==> config.mk <==
export PLATFORM = sky130hd
export DESIGN_NAME = irq_steer_ctrl
export DESIGN_NICKNAME = d
export VERILOG_FILES = /design/src/rtl/irq_steer_pkg.sv /design/src/rtl/irq_steer_regs.sv /design/src/rtl/irq_steer_route.sv /design/src/rtl/irq_steer_ctrl.sv
export SDC_FILE = /design/constraint.sdc
export NUM_CORES = 1
export LEC_CHECK = 0
export BUFFER_PORTS_ARGS = -buffer_cell sky130_fd_sc_hd__buf_2
export CAP_MARGIN = 20
export CORE_MARGIN = 4
export CORE_UTILIZATION = 35
export DETAILED_ROUTE_END_ITERATION = 10
export PLACE_DENSITY = 0.63
export SLEW_MARGIN = 0
export SYNTH_ARGS = -nofsm -noshare
export SYNTH_HDL_FRONTEND = slang
export SYNTH_SLANG_ARGS = --single-unit
==> constraint.sdc <==
create_clock -name clk_i -period 3.6 [get_ports clk_i]
set_input_delay 0.54 -clock clk_i [delete_from_list [all_inputs] [get_ports clk_i]]
set_output_delay 0.54 -clock clk_i [all_outputs]
set_load 0.02 [all_outputs]
==> src/rtl/irq_steer_pkg.sv <==
package irq_steer_pkg;
  localparam int ADDR_W = 3;
  localparam int CTRL_STRICT_BIT = 0;

  typedef enum logic [ADDR_W-1:0] {
    OFS_RAW   = 3'd0,
    OFS_MASK  = 3'd1,
    OFS_STEER = 3'd2,
    OFS_NPEND = 3'd3,
    OFS_FPEND = 3'd4,
    OFS_CTRL  = 3'd5
  } reg_ofs_e;
endpackage

==> src/rtl/irq_steer_regs.sv <==
module irq_steer_regs
  import irq_steer_pkg::*;
#(
  parameter int N_SRC = 32
) (
  input  logic              clk_i,
  input  logic              rst_ni,
  input  logic [ADDR_W-1:0] addr_i,
  input  logic              we_i,
  input  logic [N_SRC-1:0]  wdata_i,
  input  logic [N_SRC-1:0]  src_i,
  input  logic [N_SRC-1:0]  norm_pend_i,
  input  logic [N_SRC-1:0]  fast_pend_i,
  output logic [N_SRC-1:0]  mask_q_o,
  output logic [N_SRC-1:0]  steer_q_o,
  output logic              strict_q_o,
  output logic [N_SRC-1:0]  rdata_o
);
  // Write decode, one strobe per writable word.
  logic wr_mask, wr_steer, wr_ctrl;
  assign wr_mask  = we_i && (addr_i == OFS_MASK);
  assign wr_steer = we_i && (addr_i == OFS_STEER);
  assign wr_ctrl  = we_i && (addr_i == OFS_CTRL);

  always_ff @(posedge clk_i or negedge rst_ni) begin
    if (!rst_ni) begin
      mask_q_o   <= '0;
      steer_q_o  <= '0;
      strict_q_o <= 1'b0;
    end else begin
      if (wr_mask)  mask_q_o   <= wdata_i;
      if (wr_steer) steer_q_o  <= wdata_i;
      if (wr_ctrl)  strict_q_o <= wdata_i[CTRL_STRICT_BIT];
    end
  end

  // Combinational read mux.
  always_comb begin
    rdata_o = '0;
    case (addr_i)
      OFS_RAW:   rdata_o = src_i;
      OFS_MASK:  rdata_o = mask_q_o;
      OFS_STEER: rdata_o = steer_q_o;
      OFS_NPEND: rdata_o = norm_pend_i;
      OFS_FPEND: rdata_o = fast_pend_i;
      OFS_CTRL:  rdata_o[CTRL_STRICT_BIT] = strict_q_o;
      default:   rdata_o = '0;
    endcase
  end
endmodule

==> src/rtl/irq_steer_route.sv <==
module irq_steer_route #(
  parameter int N_SRC = 32
) (
  input  logic             clk_i,
  input  logic             rst_ni,
  input  logic [N_SRC-1:0] src_i,
  input  logic [N_SRC-1:0] mask_i,
  input  logic [N_SRC-1:0] steer_i,
  input  logic             strict_i,
  output logic [N_SRC-1:0] norm_pend_o,
  output logic [N_SRC-1:0] fast_pend_o,
  output logic             wake_cond_o,
  output logic             irq_norm_q_o,
  output logic             irq_fast_q_o,
  output logic             wake_q_o
);
  function automatic logic [N_SRC-1:0] pend_normal(
    input logic [N_SRC-1:0] s, input logic [N_SRC-1:0] m, input logic [N_SRC-1:0] l);
    return s & m & ~l;
  endfunction

  function automatic logic [N_SRC-1:0] pend_fast(
    input logic [N_SRC-1:0] s, input logic [N_SRC-1:0] m, input logic [N_SRC-1:0] l);
    return s & m & l;
  endfunction

  function automatic logic may_wake(
    input logic [N_SRC-1:0] s, input logic [N_SRC-1:0] m, input logic strict);
    return strict ? |(s & m) : |s;
  endfunction

  assign norm_pend_o = pend_normal(src_i, mask_i, steer_i);
  assign fast_pend_o = pend_fast(src_i, mask_i, steer_i);
  assign wake_cond_o = may_wake(src_i, mask_i, strict_i);

  always_ff @(posedge clk_i or negedge rst_ni) begin
    if (!rst_ni) begin
      irq_norm_q_o <= 1'b0;
      irq_fast_q_o <= 1'b0;
      wake_q_o     <= 1'b0;
    end else begin
      irq_norm_q_o <= |norm_pend_o;
      irq_fast_q_o <= |fast_pend_o;
      wake_q_o     <= wake_cond_o;
    end
  end
endmodule

==> src/rtl/irq_steer_ctrl.sv <==
module irq_steer_ctrl
  import irq_steer_pkg::*;
#(
  parameter int N_SRC = 32
) (
  input  logic              clk_i,
  input  logic              rst_ni,
  input  logic [N_SRC-1:0]  src_i,
  input  logic [ADDR_W-1:0] bus_addr_i,
  input  logic              bus_we_i,
  input  logic [N_SRC-1:0]  bus_wdata_i,
  output logic [N_SRC-1:0]  bus_rdata_o,
  output logic              irq_norm_o,
  output logic              irq_fast_o,
  output logic              wake_o
);
  // Named internal wires, also observed by the bound checker.
  logic [N_SRC-1:0] mask_q, steer_q, norm_pend, fast_pend;
  logic             strict_q, wake_cond;

  irq_steer_regs #(.N_SRC(N_SRC)) u_regs (
    .clk_i       (clk_i),
    .rst_ni      (rst_ni),
    .addr_i      (bus_addr_i),
    .we_i        (bus_we_i),
    .wdata_i     (bus_wdata_i),
    .src_i       (src_i),
    .norm_pend_i (norm_pend),
    .fast_pend_i (fast_pend),
    .mask_q_o    (mask_q),
    .steer_q_o   (steer_q),
    .strict_q_o  (strict_q),
    .rdata_o     (bus_rdata_o)
  );

  irq_steer_route #(.N_SRC(N_SRC)) u_route (
    .clk_i        (clk_i),
    .rst_ni       (rst_ni),
    .src_i        (src_i),
    .mask_i       (mask_q),
    .steer_i      (steer_q),
    .strict_i     (strict_q),
    .norm_pend_o  (norm_pend),
    .fast_pend_o  (fast_pend),
    .wake_cond_o  (wake_cond),
    .irq_norm_q_o (irq_norm_o),
    .irq_fast_q_o (irq_fast_o),
    .wake_q_o     (wake_o)
  );
endmodule

## Word-level counts from Yosys, hierarchy flattened

Cells that the tools add are included.

| cells by class | value |
|---|---|
| mux-type cells | 3 |
| div/mod/pow operators | 0 |
| $add $sub $neg | 0 |
| $lt $le $gt $ge | 0 |
| eq/ne operators | 5 |
| bitwise logic cells | 4 |
| reduce and logical (&&, ||, !) cells | 8 |
| multipliers | 0 |
| shift-type cells | 0 |

Operators with widths:

| operator | count |
|---|---|
| $pmux W31 S5 | 1 |
| $reduce_or A32 Y1 | 4 |
| $and A32 B32 Y32 | 3 |
| $not A32 Y32 | 1 |
| $eq A3 B2 Y1 const B | 2 |
| $eq A3 B3 Y1 const B | 2 |
| $pmux W1 S6 | 1 |
| $eq A3 B1 Y1 const B | 1 |
| $logic_and A1 B1 Y1 | 3 |
| $logic_not A3 Y1 | 1 |
| $mux W1 | 1 |

| storage, ports and cells | value |
|---|---|
| flip-flop bits (word level) | 68 |
| memories | 0 |
| memory bits (read-only) | 0 |
| latch bits | 0 |
| logic and storage cells | 26 |
| output and inout port bits | 35 |
| bits in writable memories | 0 |
| bits of input ports | 70 |

## Depth between registers and ports, before layout

Gate-level depths: netlist of the first run.

| depth | value |
|---|---|
| word-level depth | 3 |
| depth in mapped cells | 8 |
| depth with buffers taken out | 4 |

## By module

Synthesis of the first run repeated with hierarchy kept, for this count alone.

| second synthesis, totals | value |
|---|---|
| cells, all modules | 423 |
| area total of the unflattened synthesis | 4,500.6 µm² |

Modules (own cells, without submodules):

| module | seq. area each (µm²) | cells each | area an instance (µm²) | instances |
|---|---|---|---|---|
| irq_steer_regs | 1,626.6 | 264 | 3,517.1 | 1 |
| irq_steer_route | 75.1 | 159 | 983.4 | 1 |

## Worst setup path before layout of the first run

No wires, ideal clock.

| path | value |
|---|---|
| path kind | input-to-output |
| from | input port bus_addr_i[0] |
| to | output port bus_rdata_o[19] |
| data arrival time | 1,652 ps |
| cell stages on the path | 4 |
| path slack | 1,408 ps |
| cells stage by stage | buf_4 or2_2 clkbuf_1 o32ai_1 |

| between the ends | value |
|---|---|
| cells in the longest elaborated chain, start to end | 2 |
| elaborated cells between the ends (all ways) | 6 |
| those cells by class | eq/ne (4); mux (1); reduce/logical (1) |

Ends and longest elaborated chain:

| item | RTL line | RTL |
|---|---|---|
| start, declared | irq_steer_ctrl.sv:9 | `input logic [ADDR_W-1:0] bus_addr_i,` |
| $eq A3 B3 Y1, or another cell as far along | irq_steer_regs.sv:40 | `case (addr_i)` |
| $pmux W31 S5 (*) | irq_steer_regs.sv:40 |  |
| end, declared | irq_steer_ctrl.sv:12 | `output logic [N_SRC-1:0] bus_rdata_o,` |

Every way passes the cells marked *; elsewhere a longest branch is shown, timed or not.

## Worst setup path after layout of the first run

| path | value |
|---|---|
| from | input port bus_addr_i[0] |
| to | output port bus_rdata_o[8] |

The elaborated chain is that of the path after synthesis.

==> results of run 1 <==
[routing by layer]
layer / share of wire [%] / wire length [um]
met1: 42 / 6720
met2: 47 / 7440
met3: 8.8 / 1410
met4: 2.5 / 398
met5: 0 / 0
[power by group through the flow]
stage	clock [uW]	combinational [uW]	sequential [uW]
floorplan	0	583	1090
global placement	0	812	1160
detailed placement	0	830	1170
CTS	872	834	1160
global route	903	905	1190
finish	854	836	1170
[kinds of logic (layout without fill, tap and decap cells)]
family / after synthesis / count (layout) / share of synthesized area (%)
muxes: 95 / 95 / 24.9
and+or+nand+nor: 179 / 179 / 19.7
DFF: 68 / 68 / 37.3
AOI/OAI and AO/OA: 89 / 89 / 13.8
buffers and inverters: 34 / 132 / 4.41
[cell usage in the layout, fill, tap and decap left out, types with 2 or more instances in the layout]
cell         n
a211oi_1    30
a22oi_1      7
buf_2      104
buf_4        9
clkbuf_1     3
clkbuf_16    9
clkbuf_8     3
dfrtp_1     68
inv_1        3
mux2_1       2
mux2_2      34
mux2_4      28
mux2i_1     31
nand2_1     26
nand3_1     43
nand3b_1    12
nand4_1     15
nor2_1      40
nor3_1      27
nor4_1      10
o2111ai_1    4
o21ai_0      2
o22ai_1     39
[worst max-delay path by stage]
stage,startpoint,end,cells after the start
after floorplan,bus_addr_i[0],bus_rdata_o[19],4
after global placement,bus_addr_i[0],bus_rdata_o[19],6
after detailed placement,bus_addr_i[0],bus_rdata_o[8],5
after CTS,bus_addr_i[0],bus_rdata_o[8],5
after global routing,bus_addr_i[0],bus_rdata_o[14],6
final,bus_addr_i[0],bus_rdata_o[8],5
[worst reg2reg max path, stage by stage, from the launching register on]
cell	delay [ns]
dfrtp_1	0.45
nand3_1	0.13
nand4_1	0.16
nor4_1	0.40
nand2_1	0.14
[registers in the layout, summed over array words and instances (netlist names)]
| name | flops |
|---|---|
| u_regs.steer_q_o | 32 |
| u_regs.strict_q_o | 1 |
| u_route.wake_q_o | 1 |
| u_regs.mask_q_o | 32 |
| u_route.irq_fast_q_o | 1 |
| u_route.irq_norm_q_o | 1 |
[stage by stage]
stage | cells | utilization, % | instance area [sq um] | hold slack (ns)
2_1_floorplan | 465 | - | 4570 | 0.244
3_3_place_gp | 719 | 41.0 | 5190 | 0.537
3_5_place_dp | 719 | 41.0 | 5190 | 0.548
4_1_cts | 735 | 43.2 | 5480 | 0.379
5_1_grt | 735 | 43.2 | 5480 | 0.430
6_report | 735 | 43.2 | 5480 | 0.358
[area by class of cell]
type                            count  area share, %
Sequential cell                    68           31.1
Clock buffer                       15           5.07
Inverter                            3          0.206
Tap cell                          172           3.93
Multi-Input combinational cell    363           48.9
Clock inverter                      1         0.0914
Timing Repair Buffer              113           10.7
==> results.sh, run 1 <==
export IMPL_synthesis_nets=535
export IMPL_diodes=0
export IMPL_area_delta_synth_final_pct=20.0
export IMPL_synth_top_area_share_pct=37.3
export IMPL_regToRegSetupSlack_ns=2.18
export IMPL_grt_pass1_wl_um=24500
export IMPL_synthArstFlopShare_pct=100
export IMPL_grt_overflow_total=0
export IMPL_finalSetupTns_ns=0
export IMPL_synth_top_area_cell="dfrtp_1"
export IMPL_fin_crit_ns=2.70
export IMPL_synth_avg_cell_area_sq_um=9.82
export IMPL_swShare_pct=35.1
export IMPL_max_stage_delay_ns=0.66
export IMPL_crit_path_start_kind="input port"
export IMPL_syn_area_sq_um=4570
export IMPL_intPower_uw=1850
export IMPL_fin_crit_sh_pct=75.0
export IMPL_synth_most_common_cell="dfrtp_1"
export IMPL_fp_coreArea_sq_um=12700
export IMPL_fillers=1266
export IMPL_gp_congestion=0.910
export IMPL_drt_iter0_drc=431
export IMPL_synth_top_cells_by_count="dfrtp_1 (68), nand3_1 (43), nor2_1 (40)"
export IMPL_synth_edf_count=0
export IMPL_remaining_drc_errors=0
export IMPL_cts_buffer_depth=2
export IMPL_cpLargestDelayFamily="buffers and inverters"
export IMPL_slew_viol_final=0
export IMPL_dp_slack_ns=0.941
export IMPL_worst_path_buf_inv=3
export IMPL_clock_sinks=68
export IMPL_holdBufCountCts=0
export IMPL_vias_per_cell=6.03
export IMPL_io_buffers=104
export IMPL_fp_row_count=41
export IMPL_yosys_register_bits=68
export IMPL_drv_cap=0
export IMPL_wl_um=16000
export IMPL_pwr_share_seq_pct=40.8
export IMPL_power_leakage_uw=0.00238
export IMPL_max_slew_margin_pct=35.0
export IMPL_nets=628
export IMPL_p_sw_uw=1000
export IMPL_pwr_share_clk_pct=29.9
export IMPL_fmax_mhz=370
export IMPL_slowest_stage="or2_2"
export IMPL_first_pass_iters=5
export IMPL_cts_clk_slew_worst_paths_ns=0.05
export IMPL_required_ns=3.06
export IMPL_drtAntennaViolNets=0
export IMPL_cts_tree="yes"
export IMPL_path_common_cell="buf_2"
export IMPL_worst_setup_path_type="input port to output port"
export IMPL_grt_busiest_layer="met2"
export IMPL_finalClockSkew_ns=0.00585
export IMPL_grt_max_degree=43
export IMPL_drive_gt1_share_pct=34.3
export IMPL_setup_violations=0
export IMPL_met1_usage_pct=29.0
export IMPL_hold_violations=0
export IMPL_num_io_pins=105
export IMPL_synth_warnings=0
export IMPL_run_status="complete, no violations"
export IMPL_grt_pass1_vias=4243
export IMPL_arrival_ns=2.16
export IMPL_cts_made_buffers=9
export IMPL_worstMarginPinSlew_ns=0.975
export IMPL_worst_path_max_fanout=31
export IMPL_regToRegEndpoint="u_route.irq_fast_q_o"
export IMPL_fin_ws_ns=0.901
export IMPL_grt_use_met3_pct=5.48
export IMPL_multi_input_area_sq_um=2680
export IMPL_grt_usage_pct=21.7
export IMPL_initial_core_util_pct=36.0
export IMPL_die_area_sq_um=14900
export IMPL_die_y_um=122
export IMPL_root_buffer="clkbuf_16"
export IMPL_ys_seq_area_share_pct=37.3
export IMPL_gr_usage_met2_pct=33.8
export IMPL_total_power_uw=2860
export IMPL_die_w_um=122
export IMPL_max_vdd_ir_drop_v=0.000222
export IMPL_avgRoutedWirePerCell_um=21.7
export IMPL_worstReg2RegStart="u_regs.mask_q_o[0]"
export IMPL_place_hpwl_um=11900
export IMPL_worst_hold_path_type="input port to async pin"
export IMPL_cts_setup_buffers=0
export IMPL_num_vias=4430
export IMPL_synth_ff_type="dfrtp_1"
export IMPL_clock_latency_ns=0.34
export IMPL_synth_cells=465
export IMPL_antenna_found_initial=0
export IMPL_p_comb_share_pct=29.3
export IMPL_endpoint_kind="output port"
export IMPL_ys_types=36
export IMPL_rsz0062_at_grt="false"
export IMPL_ctsResizeCount=0
export IMPL_ff2ff_path_depth=4
export IMPL_cts_max_level=3
export IMPL_power_density_nw_per_um2=522
export IMPL_synth_area_leaders="dfrtp_1 (37%), mux2_4 (9.2%), mux2_2 (8.4%)"
export IMPL_crit_chain="buf_2 > buf_4 > or2_2 > o22ai_1 > buf_2"
export IMPL_regArea_sq_um=1700
(Power assumes the default switching activity.)
==> run 2: changes to the inputs <==
--- a/config.mk
+++ b/config.mk
@@ -10,7 +10,7 @@
 export CORE_MARGIN = 4
 export CORE_UTILIZATION = 35
 export DETAILED_ROUTE_END_ITERATION = 10
-export PLACE_DENSITY = 0.63
+export PLACE_DENSITY = 0.65
 export SLEW_MARGIN = 0
 export SYNTH_ARGS = -nofsm -noshare
 export SYNTH_HDL_FRONTEND = slang
==> constraint.sdc (replaced) <==
create_clock -name clk_i -period 2.46 [get_ports clk_i]
set_input_delay 0.369 -clock clk_i [delete_from_list [all_inputs] [get_ports clk_i]]
set_output_delay 0.369 -clock clk_i [all_outputs]
set_load 0.02 [all_outputs]
==> run 2 against run 1 <==
Against the previous run: flip-flop and latch count did not move; die area did not move; cell count increased by 0.14%; hold slack got worse by 0.30 ns; largest cell class unchanged; clock power increased by 66%; global-route usage is 0.31 points lower; setup slack lost 0.49 ns; clock-buffer cell count decreased by 4; critical path depth fell by 1; via count increased by 1.8%; utilization increased by 0.95 points; wire length fell by 0.91%.
==> results.sh, run 2 (synthesis results as in run 1) <==
export IMPL_io_buffers=104
export IMPL_grt_pass1_vias=4327
export IMPL_die_area_sq_um=14900
export IMPL_fillers=1253
export IMPL_postPlaceCellArea_sq_um=5270
export IMPL_diodes=0
export IMPL_max_slew_margin_pct=53.0
export IMPL_area_delta_synth_final_pct=22.6
export IMPL_crit_path_start_kind="flop"
export IMPL_fin_crit_sh_pct=83.4
export IMPL_max_vdd_ir_drop_v=0.000437
export IMPL_grt_usage_pct=21.4
export IMPL_run_status="complete, no violations"
export IMPL_drv_cap=0
export IMPL_hold_violations=0
export IMPL_final_common_cell="buf_2"
export IMPL_die_y_um=122
export IMPL_fin_ws_ns=0.410
export IMPL_p_comb_share_pct=28.4
export IMPL_avgRoutedWirePerCell_um=21.5
export IMPL_cts_clk_slew_worst_paths_ns=0.06
export IMPL_final_cell_mix="buf_2 (104), dfrtp_1 (68), nand3_1 (43)"
export IMPL_endpoint_kind="output port"
export IMPL_pwr_share_seq_pct=39.1
export IMPL_worst_path_max_fanout=4
export IMPL_ctsResizeCount=0
export IMPL_required_ns=2.09
export IMPL_num_vias=4508
export IMPL_antenna_found_initial=0
export IMPL_cts_made_buffers=9
export IMPL_holdBufCountCts=0
export IMPL_fin_crit_ns=2.05
export IMPL_remaining_drc_errors=0
export IMPL_die_w_um=122
export IMPL_vias_per_cell=6.13
export IMPL_cts_tree="yes"
export IMPL_first_pass_iters=6
export IMPL_cts_setup_buffers=0
export IMPL_grt_overflow_total=0
export IMPL_fin_area_sq_um=5600
export IMPL_fmax_mhz=488
export IMPL_max_stage_delay_ns=0.41
export IMPL_drt_iter0_drc=483
export IMPL_cts_buffer_depth=2
export IMPL_top_regs="u_regs.mask_q_o x32, u_regs.steer_q_o x32"
export IMPL_fp_row_count=41
export IMPL_worst_setup_path_type="flop to output port"
export IMPL_rsz0062_at_grt="false"
export IMPL_clock_sinks=68
export IMPL_p_sw_uw=1460
export IMPL_drtAntennaViolNets=0
export IMPL_clock_latency_ns=0.33
export IMPL_grt_pass1_wl_um=24500
export IMPL_cts_max_level=3
export IMPL_root_buffer="clkbuf_16"
export IMPL_grt_max_degree=45
export IMPL_swShare_pct=33.6
export IMPL_setup_violations=0
export IMPL_power_density_nw_per_um2=778
export IMPL_dp_slack_ns=0.441
export IMPL_fp_coreArea_sq_um=12700
export IMPL_pwr_share_clk_pct=32.5
export IMPL_wl_um=15800
export IMPL_gp_congestion=0.964
export IMPL_nets=630
export IMPL_slowest_stage="dfrtp_1"
export IMPL_slew_viol_final=0
export IMPL_finalClockSkew_ns=0.00555
export IMPL_arrival_ns=1.68
export IMPL_final_util_pct=44.2
export IMPL_initial_core_util_pct=36.0
export IMPL_worstMarginPinSlew_ns=0.705
export IMPL_num_io_pins=105
export IMPL_timing_hold_ws_ns=0.0592
export IMPL_place_hpwl_um=11600
export IMPL_intPower_uw=2890
export IMPL_crit_chain="nand3b_1 > o221a_2 > o22ai_1 > buf_2"
export IMPL_power_leakage_uw=0.00243
export IMPL_drive_gt1_share_pct=34.9
export IMPL_regToRegSetupSlack_ns=1.07
export IMPL_finalSetupTns_ns=0
export IMPL_worst_hold_path_type="input port to async pin"
==> run 2: area by class of cell <==
class | count | area (sq um) | share of cell area, %
Inverter | 3 | 11.3 | 0.201
Multi-Input combinational cell | 363 | 2680 | 47.9
Clock inverter | 4 | 72.6 | 1.30
Clock buffer | 11 | 253 | 4.51
Timing Repair Buffer | 115 | 666 | 11.9
Sequential cell | 68 | 1700 | 30.4
Tap cell | 172 | 215 | 3.84
==> run 2: through the flow <==
step	power (uW)	instances
after floorplan	2460	465
after global placement	2880	721
after detailed placement	2920	721
after CTS	4360	736
after global routing	4550	736
final	4350	736
==> run 2: power by group through the flow <==
stage / sequential (uW) / combinational, uW / clock [uW]
2_1_floorplan: 1600 / 853 / 0
3_3_place_gp: 1690 / 1190 / 0
3_5_place_dp: 1700 / 1220 / 0
4_1_cts: 1690 / 1230 / 1440
5_1_grt: 1740 / 1340 / 1470
6_report: 1700 / 1240 / 1420
==> run 2: path summary, 6_finish.rpt <==
check                                     start              endpoint  depth (start not counted)
max                        u_regs.steer_q_o[30]       bus_rdata_o[30]                          4
max in group asynchronous                rst_ni  u_regs.steer_q_o[11]                          2
min reg2reg                  u_regs.mask_q_o[2]    u_regs.mask_q_o[2]                          1
min in group clk_i              bus_wdata_i[19]  u_regs.steer_q_o[19]                          3
min                                      rst_ni  u_regs.steer_q_o[29]                          1
max reg2reg                 u_regs.steer_q_o[2]  u_route.irq_fast_q_o                          4
==> run 2: metal layers <==
metal / up-vias / wire [um] / GRT usage [%]
met2: 280 / 7380 / 34.3
met1: 2199 / 6690 / 29.7
met5: - / 0 / 0
li1: 2004 / - / -
met3: 25 / 1490 / 4.56
met4: 0 / 253 / 5.18
==> run 2: critical path: cells and delay by family, from the launching register on <==
kind                   cells  cell delay (ns)
AOI/OAI and AO/OA          2             0.50
and+or+nand+nor            1             0.22
DFF                        1             0.41
buffers and inverters      1             0.21
